[src/rtl/adm_pkg.sv]
package adm_pkg;

    typedef enum logic [1:0] {
        REQ_NONE  = 2'd0,
        REQ_READ  = 2'd1,
        REQ_WRITE = 2'd2,
        REQ_DROP  = 2'd3
    } req_kind_e;

endpackage

[src/rtl/adm_decode.sv]
module adm_decode #(
    parameter int COL_W  = 7,
    parameter int BANK_W = 3,
    parameter int RANK_W = 1,
    parameter int ROW_W  = 15,
    localparam int LINE_W = COL_W + BANK_W + RANK_W + ROW_W
) (
    input  logic [LINE_W-1:0] line_i,
    output logic [COL_W-1:0]  col_o,
    output logic [BANK_W-1:0] bank_o,
    output logic [RANK_W-1:0] rank_o,
    output logic [ROW_W-1:0]  row_o
);
    localparam int BANK_LO = COL_W;
    localparam int RANK_LO = BANK_LO + BANK_W;
    localparam int ROW_LO  = RANK_LO + RANK_W;

    // column in the low bits, then bank, then rank, row on top
    assign col_o  = line_i[0 +: COL_W];
    assign bank_o = line_i[BANK_LO +: BANK_W];
    assign rank_o = line_i[RANK_LO +: RANK_W];
    assign row_o  = line_i[ROW_LO +: ROW_W];
endmodule

[src/rtl/adm_queue.sv]
module adm_queue #(
    parameter int DEPTH    = 8,
    parameter int W        = 8,
    parameter int KEY_W    = 8,
    parameter bit MATCH_EN = 1'b0,
    localparam int CNT_W   = $clog2(DEPTH + 1)
) (
    input  logic             clk_i,
    input  logic             rst_ni,
    input  logic             push_i,
    input  logic [W-1:0]     data_i,
    input  logic             pop_i,
    input  logic [KEY_W-1:0] key_i,
    output logic [W-1:0]     head_o,
    output logic [CNT_W-1:0] cnt_o,
    output logic             hit_o
);
    localparam int PTR_W = (DEPTH > 1) ? $clog2(DEPTH) : 1;

    typedef struct packed {
        logic [PTR_W-1:0] rptr;
        logic [PTR_W-1:0] wptr;
        logic [CNT_W-1:0] cnt;
        logic [DEPTH-1:0] vld;
    } qstate_t;

    qstate_t    st_q, st_d;
    logic [W-1:0] mem_q [DEPTH];

    function automatic logic [PTR_W-1:0] step_ptr(input logic [PTR_W-1:0] p);
        return (p == PTR_W'(DEPTH - 1)) ? '0 : p + 1'b1;
    endfunction

    always_comb begin
        st_d = st_q;
        if (push_i) begin
            st_d.wptr           = step_ptr(st_q.wptr);
            st_d.vld[st_q.wptr] = 1'b1;
        end
        if (pop_i) begin
            st_d.rptr           = step_ptr(st_q.rptr);
            st_d.vld[st_q.rptr] = 1'b0;
        end
        st_d.cnt = st_q.cnt + CNT_W'(push_i) - CNT_W'(pop_i);
    end

    always_ff @(posedge clk_i or negedge rst_ni) begin
        if (!rst_ni) st_q <= '0;
        else         st_q <= st_d;
    end

    always_ff @(posedge clk_i) begin
        if (push_i) mem_q[st_q.wptr] <= data_i;
    end

    assign head_o = mem_q[st_q.rptr];
    assign cnt_o  = st_q.cnt;

    generate
        if (MATCH_EN) begin : g_match
            logic [DEPTH-1:0] eq;
            for (genvar i = 0; i < DEPTH; i++) begin : g_cmp
                assign eq[i] = st_q.vld[i] && (mem_q[i][KEY_W-1:0] == key_i);
            end
            assign hit_o = |eq;
        end else begin : g_nomatch
            // this variant never compares; the key is folded away
            assign hit_o = 1'b0 & (^key_i);
        end
    endgenerate

    p_no_overflow_r12: assert property (@(posedge clk_i) disable iff (!rst_ni)
        push_i |-> (st_q.cnt < CNT_W'(DEPTH)));
    p_no_underflow_r12: assert property (@(posedge clk_i) disable iff (!rst_ni)
        pop_i |-> (st_q.cnt != '0));
    p_level_r12: assert property (@(posedge clk_i) disable iff (!rst_ni)
        (push_i && pop_i) |=> $stable(cnt_o));
endmodule

[src/rtl/mem_req_admit.sv]
module mem_req_admit #(
    parameter int ADDR_W      = 32,
    parameter int BURST_BYTES = 64,
    parameter int COL_W       = 7,
    parameter int BANK_W      = 3,
    parameter int RANK_W      = 1,
    parameter int ROW_W       = 15,
    parameter int RD_DEPTH    = 8,
    parameter int WR_DEPTH    = 8,
    parameter int WR_THRESH   = 5
) (
    input  logic              clk_i,
    input  logic              rst_ni,
    input  logic              req_valid_i,
    input  logic              req_write_i,
    input  logic              req_inhibit_i,
    input  logic [ADDR_W-1:0] req_addr_i,
    output logic              req_ready_o,
    input  logic              rd_stall_i,
    input  logic              rd_pop_i,
    input  logic              rsp_done_i,
    input  logic              wr_pop_i,
    output logic              rd_head_valid_o,
    output logic [ADDR_W-1:0] rd_head_addr_o,
    output logic [COL_W-1:0]  rd_head_col_o,
    output logic [BANK_W-1:0] rd_head_bank_o,
    output logic [RANK_W-1:0] rd_head_rank_o,
    output logic [ROW_W-1:0]  rd_head_row_o,
    output logic              wr_head_valid_o,
    output logic [ADDR_W-1:0] wr_head_addr_o,
    output logic [COL_W-1:0]  wr_head_col_o,
    output logic [BANK_W-1:0] wr_head_bank_o,
    output logic [RANK_W-1:0] wr_head_rank_o,
    output logic [ROW_W-1:0]  wr_head_row_o,
    output logic              wr_ack_o,
    output logic              rd_fwd_o,
    output logic [ADDR_W-1:0] rd_fwd_addr_o,
    output logic              rd_retry_o,
    output logic              wr_retry_o,
    output logic              drain_req_o
);
    import adm_pkg::*;

    localparam int OFF_W  = $clog2(BURST_BYTES);
    localparam int LINE_W = COL_W + BANK_W + RANK_W + ROW_W;
    localparam int RD_CW  = $clog2(RD_DEPTH + 1);
    localparam int WR_CW  = $clog2(WR_DEPTH + 1);
    localparam int RT_W   = RD_CW + 1;

    generate
        if (BURST_BYTES != 32 && BURST_BYTES != 64) begin : g_bad_burst
            $error("burst size must be 32 or 64 bytes");
        end
        if (OFF_W + LINE_W > ADDR_W) begin : g_bad_geom
            $error("decoded fields exceed the address width");
        end
    endgenerate

    typedef struct packed {
        logic [ROW_W-1:0]  row;
        logic [RANK_W-1:0] rank;
        logic [BANK_W-1:0] bank;
        logic [COL_W-1:0]  col;
        logic [ADDR_W-1:0] addr;
    } entry_t;
    localparam int ENT_W = $bits(entry_t);

    typedef struct packed {
        logic [RD_CW-1:0]  rsp;
        logic              rd_full;
        logic              wr_full;
        logic              rd_flag;
        logic              wr_flag;
        logic              rd_retry;
        logic              wr_retry;
        logic              wr_ack;
        logic              fwd;
        logic [ADDR_W-1:0] fwd_addr;
        logic              drain;
    } ctl_t;

    ctl_t       st_q, st_d;
    entry_t     new_ent, rd_head, wr_head;
    logic [RD_CW-1:0] rd_cnt;
    logic [WR_CW-1:0] wr_cnt, wr_cnt_n;
    logic [RD_CW-1:0] rd_cnt_n;
    logic [RT_W-1:0]  rd_total;
    logic       wr_hit, rd_hit_unused;
    logic       rd_push, wr_push, rd_pop_eff, wr_pop_eff, rsp_free;
    logic       rd_acc, wr_acc, rd_rej, wr_rej, fwd_take;
    req_kind_e  kind;

    adm_decode #(
        .COL_W (COL_W),
        .BANK_W(BANK_W),
        .RANK_W(RANK_W),
        .ROW_W (ROW_W)
    ) u_decode (
        .line_i(req_addr_i[OFF_W +: LINE_W]),
        .col_o (new_ent.col),
        .bank_o(new_ent.bank),
        .rank_o(new_ent.rank),
        .row_o (new_ent.row)
    );
    assign new_ent.addr = req_addr_i;

    adm_queue #(
        .DEPTH(RD_DEPTH), .W(ENT_W), .KEY_W(ADDR_W), .MATCH_EN(1'b0)
    ) u_rd_queue (
        .clk_i (clk_i),
        .rst_ni(rst_ni),
        .push_i(rd_push),
        .data_i(new_ent),
        .pop_i (rd_pop_eff),
        .key_i (req_addr_i),
        .head_o(rd_head),
        .cnt_o (rd_cnt),
        .hit_o (rd_hit_unused)
    );

    adm_queue #(
        .DEPTH(WR_DEPTH), .W(ENT_W), .KEY_W(ADDR_W), .MATCH_EN(1'b1)
    ) u_wr_queue (
        .clk_i (clk_i),
        .rst_ni(rst_ni),
        .push_i(wr_push),
        .data_i(new_ent),
        .pop_i (wr_pop_eff),
        .key_i (req_addr_i),
        .head_o(wr_head),
        .cnt_o (wr_cnt),
        .hit_o (wr_hit)
    );

    always_comb begin
        st_d = st_q;

        kind = REQ_NONE;
        if (req_valid_i) begin
            if (req_inhibit_i)    kind = REQ_DROP;
            else if (req_write_i) kind = REQ_WRITE;
            else                  kind = REQ_READ;
        end

        rd_acc   = (kind == REQ_READ)  && !st_q.rd_full;
        rd_rej   = (kind == REQ_READ)  &&  st_q.rd_full;
        wr_acc   = (kind == REQ_WRITE) && !st_q.wr_full;
        wr_rej   = (kind == REQ_WRITE) &&  st_q.wr_full;
        fwd_take = rd_acc && wr_hit && !rd_hit_unused;
        rd_push  = rd_acc && !wr_hit;
        wr_push  = wr_acc;

        rd_pop_eff = rd_pop_i   && (rd_cnt != '0);
        wr_pop_eff = wr_pop_i   && (wr_cnt != '0);
        rsp_free   = rsp_done_i && (st_q.rsp != '0);

        // occupancy after this edge, pushes and pops taken together
        st_d.rsp = st_q.rsp + RD_CW'(rd_pop_eff) - RD_CW'(rsp_free);
        rd_cnt_n = rd_cnt + RD_CW'(rd_push) - RD_CW'(rd_pop_eff);
        wr_cnt_n = wr_cnt + WR_CW'(wr_push) - WR_CW'(wr_pop_eff);
        rd_total = RT_W'(rd_cnt_n) + RT_W'(st_d.rsp);

        st_d.rd_full = (rd_total == RT_W'(RD_DEPTH));
        st_d.wr_full = (wr_cnt_n == WR_CW'(WR_DEPTH));

        st_d.rd_retry = st_q.rd_flag && rsp_free;
        st_d.wr_retry = st_q.wr_flag && wr_pop_eff;
        st_d.rd_flag  = (st_q.rd_flag && !rsp_free)   || rd_rej;
        st_d.wr_flag  = (st_q.wr_flag && !wr_pop_eff) || wr_rej;

        st_d.wr_ack = wr_push;
        st_d.fwd    = fwd_take;
        if (fwd_take) st_d.fwd_addr = req_addr_i;

        st_d.drain = (wr_cnt_n > WR_CW'(WR_THRESH)) && !rd_stall_i;
    end

    always_ff @(posedge clk_i or negedge rst_ni) begin
        if (!rst_ni) st_q <= '0;
        else         st_q <= st_d;
    end

    assign req_ready_o     = req_inhibit_i || (req_write_i ? !st_q.wr_full : !st_q.rd_full);
    assign rd_head_valid_o = (rd_cnt != '0);
    assign rd_head_addr_o  = rd_head.addr;
    assign rd_head_col_o   = rd_head.col;
    assign rd_head_bank_o  = rd_head.bank;
    assign rd_head_rank_o  = rd_head.rank;
    assign rd_head_row_o   = rd_head.row;
    assign wr_head_valid_o = (wr_cnt != '0);
    assign wr_head_addr_o  = wr_head.addr;
    assign wr_head_col_o   = wr_head.col;
    assign wr_head_bank_o  = wr_head.bank;
    assign wr_head_rank_o  = wr_head.rank;
    assign wr_head_row_o   = wr_head.row;
    assign wr_ack_o        = st_q.wr_ack;
    assign rd_fwd_o        = st_q.fwd;
    assign rd_fwd_addr_o   = st_q.fwd_addr;
    assign rd_retry_o      = st_q.rd_retry;
    assign wr_retry_o      = st_q.wr_retry;
    assign drain_req_o     = st_q.drain;

    p_rd_cap_r3: assert property (@(posedge clk_i) disable iff (!rst_ni)
        (RT_W'(rd_cnt) + RT_W'(st_q.rsp)) <= RT_W'(RD_DEPTH));
    p_wr_cap_r4: assert property (@(posedge clk_i) disable iff (!rst_ni)
        wr_cnt <= WR_CW'(WR_DEPTH));
    p_refuse_no_push_r5: assert property (@(posedge clk_i) disable iff (!rst_ni)
        (req_valid_i && !req_inhibit_i && !req_ready_o) |=>
        (rd_cnt <= $past(rd_cnt) && wr_cnt <= $past(wr_cnt)));
    p_rd_retry_cause_r6: assert property (@(posedge clk_i) disable iff (!rst_ni)
        rd_retry_o |-> $past(rsp_done_i));
    p_wr_retry_cause_r7: assert property (@(posedge clk_i) disable iff (!rst_ni)
        wr_retry_o |-> $past(wr_pop_i && wr_head_valid_o));
    p_fwd_needs_write_r8: assert property (@(posedge clk_i) disable iff (!rst_ni)
        rd_fwd_o |-> $past(wr_head_valid_o && req_valid_i && !req_write_i));
    p_ack_cause_r9: assert property (@(posedge clk_i) disable iff (!rst_ni)
        wr_ack_o |-> $past(req_valid_i && req_write_i && !req_inhibit_i && req_ready_o));
    p_drain_level_r10: assert property (@(posedge clk_i) disable iff (!rst_ni)
        drain_req_o |-> (wr_cnt > WR_CW'(WR_THRESH)) && !$past(rd_stall_i));
    p_drop_no_push_r11: assert property (@(posedge clk_i) disable iff (!rst_ni)
        (req_valid_i && req_inhibit_i) |=>
        (rd_cnt <= $past(rd_cnt) && wr_cnt <= $past(wr_cnt) && !wr_ack_o && !rd_fwd_o));
endmodule

[config.mk]
export PLATFORM = sky130hd
export DESIGN_NAME = mem_req_admit
export DESIGN_NICKNAME = d
export VERILOG_FILES = /design/src/rtl/adm_pkg.sv /design/src/rtl/adm_decode.sv /design/src/rtl/adm_queue.sv /design/src/rtl/mem_req_admit.sv
export SDC_FILE = /design/constraint.sdc
export NUM_CORES = 1
export LEC_CHECK = 0
export CAP_MARGIN = 30
export CORE_ASPECT_RATIO = 0.9
export CORE_MARGIN = 1.5
export CORE_UTILIZATION = 40
export DETAILED_ROUTE_END_ITERATION = 12
export MAX_ROUTING_LAYER = met4
export PLACE_DENSITY = 0.58
export SYNTH_ARGS = -nofsm -noshare
export SYNTH_HDL_FRONTEND = slang
export SYNTH_SLANG_ARGS = --single-unit
[constraint.sdc]
create_clock -name clk_i -period 10.8 [get_ports clk_i]
set_input_delay 1.08 -clock clk_i [delete_from_list [all_inputs] [get_ports clk_i]]
set_output_delay 1.08 -clock clk_i [all_outputs]
set_load 0.01 [all_outputs]
==> results of run 1 <==
-- sequential cells by signal, indices dropped and copies added (netlist names) --
signal and count:
u_rd_queue.mem_q 256, u_rd_queue.st_q 6, wr_retry_o 1, wr_ack_o 1
rd_retry_o 1, u_wr_queue.st_q 14, u_rd_queue.cnt_o 4, rd_fwd_o 1
u_wr_queue.cnt_o 4, drain_req_o 1, st_q 8, u_wr_queue.mem_q 256
rd_fwd_addr_o 32
-- layer usage --
layer,vias to the layer above,global-route usage (%),routed length [um]
met2,489,37.7,38800
met3,99,3.03,3580
met4,0,5.48,1640
met1,7967,33.8,36300
met5,-,-,0
li1,6415,-,-
-- cells in the mapped netlist, types with 15 or more instances --
library cell / n
mux2_2: 70
xnor2_1: 105
ha_1: 27
mux4_2: 128
edfxtp_1: 512
nand3_1: 15
mux2_4: 30
nand4_1: 51
nor3_1: 18
inv_1: 31
dfrtp_1: 73
nor4_1: 71
xor2_1: 158
clkbuf_1: 24
buf_4: 103
nand2_1: 27
-- how the worst min path moves through the flow --
stage,start,to,depth (start not counted)
3_3_place_gp,st_q[38]$_DFF_PN0_,rd_retry_o$_DFF_PN0_,1
6_report,rst_ni,u_wr_queue.st_q[0]$_DFF_PN0_,1
4_1_cts,rst_ni,u_wr_queue.st_q[1]$_DFF_PN0_,1
2_1_floorplan,st_q[38]$_DFF_PN0_,rd_retry_o$_DFF_PN0_,1
5_1_grt,rst_ni,rd_fwd_addr_o[24]$_DFFE_PN0P_,1
3_5_place_dp,st_q[37]$_DFF_PN0_,wr_retry_o$_DFF_PN0_,2
-- cell type report --
| type | instances | share of cell area, % |
|---|---|---|
| well taps | 874 | 3.44 |
| diodes | 1 | 0.00786 |
| inverters | 31 | 0.366 |
| multi-input cells | 810 | 27.5 |
| repair buffers | 255 | 7.94 |
| clock inverters | 37 | 1.13 |
| flip-flops and latches | 585 | 54.1 |
| clock buffers | 81 | 5.56 |
-- layout by cell type, fill, tap and decap left out, types with 31 or more instances in the layout --
| cell type | synthesis | final |
|---|---|---|
| buf_4 | 103 | 50 |
| clkbuf_16 | 0 | 68 |
| clkdlybuf4s50_1 | 0 | 195 |
| dfrtp_1 | 73 | 68 |
| edfxtp_1 | 512 | 512 |
| inv_1 | 31 | 31 |
| mux2_2 | 70 | 70 |
| mux4_2 | 128 | 128 |
| nand4_1 | 51 | 51 |
| nor4_1 | 71 | 71 |
| xnor2_1 | 105 | 105 |
| xor2_1 | 158 | 158 |
-- power groups by stage --
stage / clock (mW) / sequential [mW] / combinational [mW]
final: 2.22 / 2.76 / 2.65
after global routing: 2.36 / 2.79 / 2.83
after CTS: 2.27 / 2.77 / 2.70
after detailed placement: 0 / 2.81 / 2.68
after global placement: 0 / 2.81 / 2.67
after floorplan: 0 / 2.70 / 1.72
-- stage by stage --
stage | setup slack [ns] | cells | hold WS, ns
3_5_place_dp | 5.04 | 2555 | 0.485
3_3_place_gp | 4.68 | 2545 | 0.466
2_1_floorplan | 4.59 | 1584 | 0.454
5_1_grt | 5.42 | 2674 | 0.478
6_report | 5.64 | 2674 | 0.455
4_1_cts | 5.67 | 2673 | 0.477
-- kinds of logic (layout without fill, tap and decap cells) --
kind of cell | after synthesis | after routing
AO/OA/AOI/OAI | 26 | 26
XOR/XNOR | 263 | 263
adder cells (fa/ha/maj) | 31 | 31
buffers and inverters | 189 | 404
flip-flops | 585 | 585
multiplexers | 230 | 230
other | 0 | 1
AND/OR/NAND/NOR | 260 | 260
==> flow_summary.yaml, run 1 <==
setup_path:
  rr_worst_depth: 14
  path_max_fanout: 25
  crit_start: "req_addr_i[31]"
  regToRegEndpoint: "st_q[40]$_DFF_PN0_"
  cp-endpoint: "st_q[40]$_DFF_PN0_"
  cp_num_buf_inv: 4
  worstSetupPathType: "primary input to flip-flop"
  critPathArrivalTime_ns: 5.65
  worstSetupEndpointType: "flip-flop"
  crit_chain: "clkdlybuf4s50_1, buf_4, xnor2_1, nand4_1, or4_1, nor3_1, or4_1, nor3_2, buf_6, ha_1, fa_1, inv_1, fa_1, nor4_1, a31oi_1, nor4b_1"
  regToRegSetupSlack_ns: 6.33
  r2r-start: "u_wr_queue.mem_q[1][31]$_DFFE_PP_"
  crit_path_top_delay_cell: "xnor2_1"
  critPathTopFamily: "simple AND/OR/NAND/NOR gates"
  cp_num_cells: 16
  start_kind: "primary input"
  required_ns: 11.29
  crit_path_max_incr_delay_ns: 0.63
power:
  intPower_mw: 5.26
  leakagePower_nw: 10.7
  vdd_drop_max_mv: 0.168
  finalPower_mw: 7.64
  switching_share_pct: 31.1
  power_frac_comb_pct: 34.7
  netSwitchingPower_mw: 2.37
  power-per-cell-area_nw_per_um2: 240
  p_clk_share_pct: 29.1
  seq_power_share_pct: 36.2
cts:
  post_cts_buffers: 0
  cts.repair.resized: 0
  clk_latency_ns: 0.63
  cts.sinks: 585
  root_buffer: "clkbuf_16"
  h-tree-depth: 3
  ctsHoldBuffers: 0
  numCtsBuffers: 66
  path_clk_slew_ns: 0.06
  cts_tree: "yes"
  cts_buffer_depth: 3
floorplanning:
  initial_core_util_pct: 40.5
  row_count: 90
  die_w_um: 277
  core_area_sq_um: 67000
  die_h_um: 250
  io-pin-count: 197
  dieArea_sq_um: 69400
global_route:
  grt_max_degree: 56
  grt_util_all_layers_pct: 24.1
  antenna_found_initial: 4
  grt_pass1_wl_mm: 115
  first_global_vias: 15200
  grt_overflow: 0
sta:
  finalSetupViolCount: 0
  finalCriticalPeriod_ns: 5.16
  period_share_pct: 47.8
  worst_pin_slew_ns: 1.00
  rsz0062_at_grt: "false"
  hold_viol: 0
  max_slew_margin_pct: 33.3
  drv_slew: 0
  max_freq_ghz: 0.194
  clock_skew_ns: 0.0256
  setup_tns_ns: 0
yosys:
  synth_xor_area_share_pct: 8.49
  synth.avg_cell_area_sq_um: 17.1
  ys.flop_type: "edfxtp_1"
  syn-cell-area_sq_um: 27100
  synth-compound-area-share_pct: 0.729
  synth_area_leader_cell: "edfxtp_1"
  netlist_instances: 1584
  synth_fa_ha_area_share_pct: 1.54
  yosys_warnings: 0
  muxShareOfSynthArea_pct: 15.3
  synthSimpleGateAreaFrac_pct: 5.93
  synthTopCellsByArea: "edfxtp_1 (57%), mux4_2 (11%), dfrtp_1 (6.7%)"
  synth_top_area_share_pct: 56.7
  synth_fp_nets: 1656
  synthArstFlopShare_pct: 12.5
  ys_ff_latch: 585
  synth.distinct_cells: 58
  yosysSeqAreaShare_pct: 63.4
  synth_top_family_by_area: "multiplexers"
  synth-edff-count: 512
cells_and_area:
  layout.nets: 1821
  fillCellCount: 5654
  syn_to_final_growth_pct: 17.4
  utilization_pct: 47.5
  seq_area_sq_um: 17200
  final_cell_area_sq_um: 31800
  multiInputGateArea_sq_um: 8750
  drive_gt1_share_pct: 23.2
route:
  vias_per_cell: 5.60
  drtAntennaViolNets: 0
  first_iter_violations: 1410
  wl_per_cell_um: 30.0
  drc_errors: 0
  vias: 15000
  first_pass_iters: 5
  wirelength_mm: 80.3
flow_run:
  cap_violations: 0
placed_design:
  gp_congestion: 0.959
  portBuffers: 196
  place_area_sq_um: 29700
  post-dp-hpwl_mm: 55.6
status:
  outcome: "finished, final reports clean"
min_path:
  hold_class: "primary input to asynchronous set/reset pin"
(Power assumes the default switching activity.)
==> run 2, diff against run 1 <==
--- a/config.mk
+++ b/config.mk
@@ -11,7 +11,7 @@
 export CORE_UTILIZATION = 40
 export DETAILED_ROUTE_END_ITERATION = 12
 export MAX_ROUTING_LAYER = met4
-export PLACE_DENSITY = 0.58
+export PLACE_DENSITY = 0.6
 export SYNTH_ARGS = -nofsm -noshare
 export SYNTH_HDL_FRONTEND = slang
 export SYNTH_SLANG_ARGS = --single-unit
==> constraint.sdc (replaced) <==
create_clock -name clk_i -period 4.4 [get_ports clk_i]
set_input_delay 0.44 -clock clk_i [delete_from_list [all_inputs] [get_ports clk_i]]
set_output_delay 0.44 -clock clk_i [all_outputs]
set_load 0.01 [all_outputs]
==> flow_summary.yaml, run 2 (synthesized netlist as in run 1, its figures left out) <==
status:
  outcome: "finished, final reports clean"
route:
  drtAntennaViolNets: 0
  wl_per_cell_um: 30.1
  first_iter_violations: 1651
  vias_per_cell: 5.48
  wl_met2_mm: 41.5
  drc_errors: 0
  top_layer: "met4"
  wirelength_mm: 89.6
  first_pass_iters: 5
  vias: 16300
  wl_met3_mm: 4.32
  wl_met1_mm: 42.1
min_path:
  worstHoldEndpoint: "u_wr_queue.mem_q[2][46]$_DFFE_PP_"
  hold_depth: 1
  worstHoldStart: "req_addr_i[20]"
  hold_class: "primary input to flip-flop"
cells_and_area:
  mostFrequentLayoutCells: "edfxtp_1 (512), buf_4 (321), clkdlybuf4s50_1 (194)"
  syn_to_final_growth_pct: 26.7
  drive_gt1_share_pct: 34.3
  utilization_pct: 51.3
  layout.nets: 2117
  final_common_cell: "edfxtp_1"
  final_cell_area_sq_um: 34300
cts:
  root_buffer: "clkbuf_16"
  clk_latency_ns: 0.66
  cts_buffer_depth: 3
  numCtsBuffers: 60
  cts.sinks: 585
  h-tree-depth: 2
  post_cts_buffers: 0
  path_clk_slew_ns: 0.06
  cts_tree: "yes"
floorplanning:
  die_h_um: 250
  initial_core_util_pct: 40.5
  row_count: 90
  dieArea_sq_um: 69400
  io-pin-count: 197
  die_w_um: 277
  core_area_sq_um: 67000
placed_design:
  post-dp-hpwl_mm: 66.2
  portBuffers: 196
  gp_congestion: 1.05
  place_area_sq_um: 32300
sta:
  clock_skew_ns: 0.0661
  finalCriticalPeriod_ns: 4.25
  drv_slew: 0
  period_share_pct: 96.6
  max_freq_ghz: 0.235
  rsz0062_at_grt: "false"
  hold_viol: 0
  finalSetupViolCount: 0
  worst_pin_slew_ns: 1.05
  max_slew_margin_pct: 30.1
setup_path:
  worstSetupEndpointType: "flip-flop"
  required_ns: 4.91
  regToRegEndpoint: "st_q[40]$_DFF_PN0_"
  regToRegSetupSlack_ns: 0.15
  worstSetupPathType: "flip-flop to flip-flop"
  critPathArrivalTime_ns: 4.76
  start_kind: "flip-flop"
  rr_worst_depth: 14
  path_max_fanout: 3
  r2r-start: "u_wr_queue.mem_q[7][45]$_DFFE_PP_"
global_route:
  antenna_found_initial: 2
  grt_util_all_layers_pct: 26.6
  grt_overflow: 0
  grt_pass1_wl_mm: 126
  first_global_vias: 16400
  grt_max_degree: 46
power:
  leakagePower_nw: 12.2
  power-per-cell-area_nw_per_um2: 548
  vdd_drop_max_mv: 0.385
flow_run:
  cap_violations: 0
==> run 2: metal layers <==
| layer | GRT usage (%) | vias to the layer above |
|---|---|---|
| met3 | 2.83 | 91 |
| met4 | 5.27 | 0 |
| met2 | 40.4 | 518 |
| met1 | 38.9 | 8643 |
| met5 | - | - |
| li1 | - | 7031 |
==> run 2: worst max path at each step <==
stage / slack (ns) / to / startpoint / depth (start not counted)
after floorplan: 0.07 / u_rd_queue.mem_q[4][0]$_DFFE_PP_ / req_addr_i[28] / 9
after global placement: -0.62 / st_q[40]$_DFF_PN0_ / req_addr_i[16] / 16
after detailed placement: -0.53 / st_q[40]$_DFF_PN0_ / req_addr_i[16] / 16
after CTS: 0.06 / st_q[40]$_DFF_PN0_ / u_wr_queue.mem_q[1][42]$_DFFE_PP_ / 14
after global routing: 0.001 / st_q[40]$_DFF_PN0_ / req_addr_i[7] / 18
final: 0.15 / st_q[40]$_DFF_PN0_ / u_wr_queue.mem_q[7][45]$_DFFE_PP_ / 14
==> run 2: stage by stage <==
step           power [mW]  setup slack, ns  TNS, ns  hold WS, ns  instances
2_1_floorplan        10.9           0.0743        0        0.144       1584
6_report             18.8            0.148        0        0.288       2974
5_1_grt              19.6          0.00116        0        0.294       2971
3_5_place_dp         13.8           -0.527   -0.527        0.472       2856
4_1_cts              19.0           0.0605        0        0.336       2971
3_3_place_gp         13.8           -0.619   -0.619        0.467       2856
==> run 2: report_power, final <==
part	total (mW)	internal, mW	switching [mW]
Sequential	6.95	6.38	0.574
Clock	5.11	2.88	2.23
Combinational	6.74	3.73	3.01
Total	18.8	13.0	5.82
==> run 2: cell type report <==
cell class | instances | area, sq um
Fill cell | 5526 | 32700
Timing Repair Buffer | 557 | 5170
Clock inverter | 41 | 427
Tap cell | 874 | 1090
Multi-Input combinational cell | 810 | 8780
Clock buffer | 73 | 1550
Antenna cell | 3 | 7.51
Sequential cell | 585 | 17200
Inverter | 31 | 116
==> run 2: repair_timing <==
action | CTS | global route
endpoints found under the hold margin | 44 | 0
endpoints found under the setup margin | 0 | 1
hold buffers | 1 | 0
gates resized for setup | 0 | 6
==> run 2: worst max-delay path, stage by stage, from the launching register on <==
cell      delay, ns
edfxtp_1       0.46
xor2_1         0.27
nor4_1         0.44
nand4_1        0.15
or4_1          0.59
nand4_1        0.15
nor3_2         0.06
buf_4          0.16
ha_1           0.22
fa_1           0.56
inv_1          0.07
fa_1           0.39
nor4_1         0.29
a31oi_1        0.07
nor4b_1        0.24
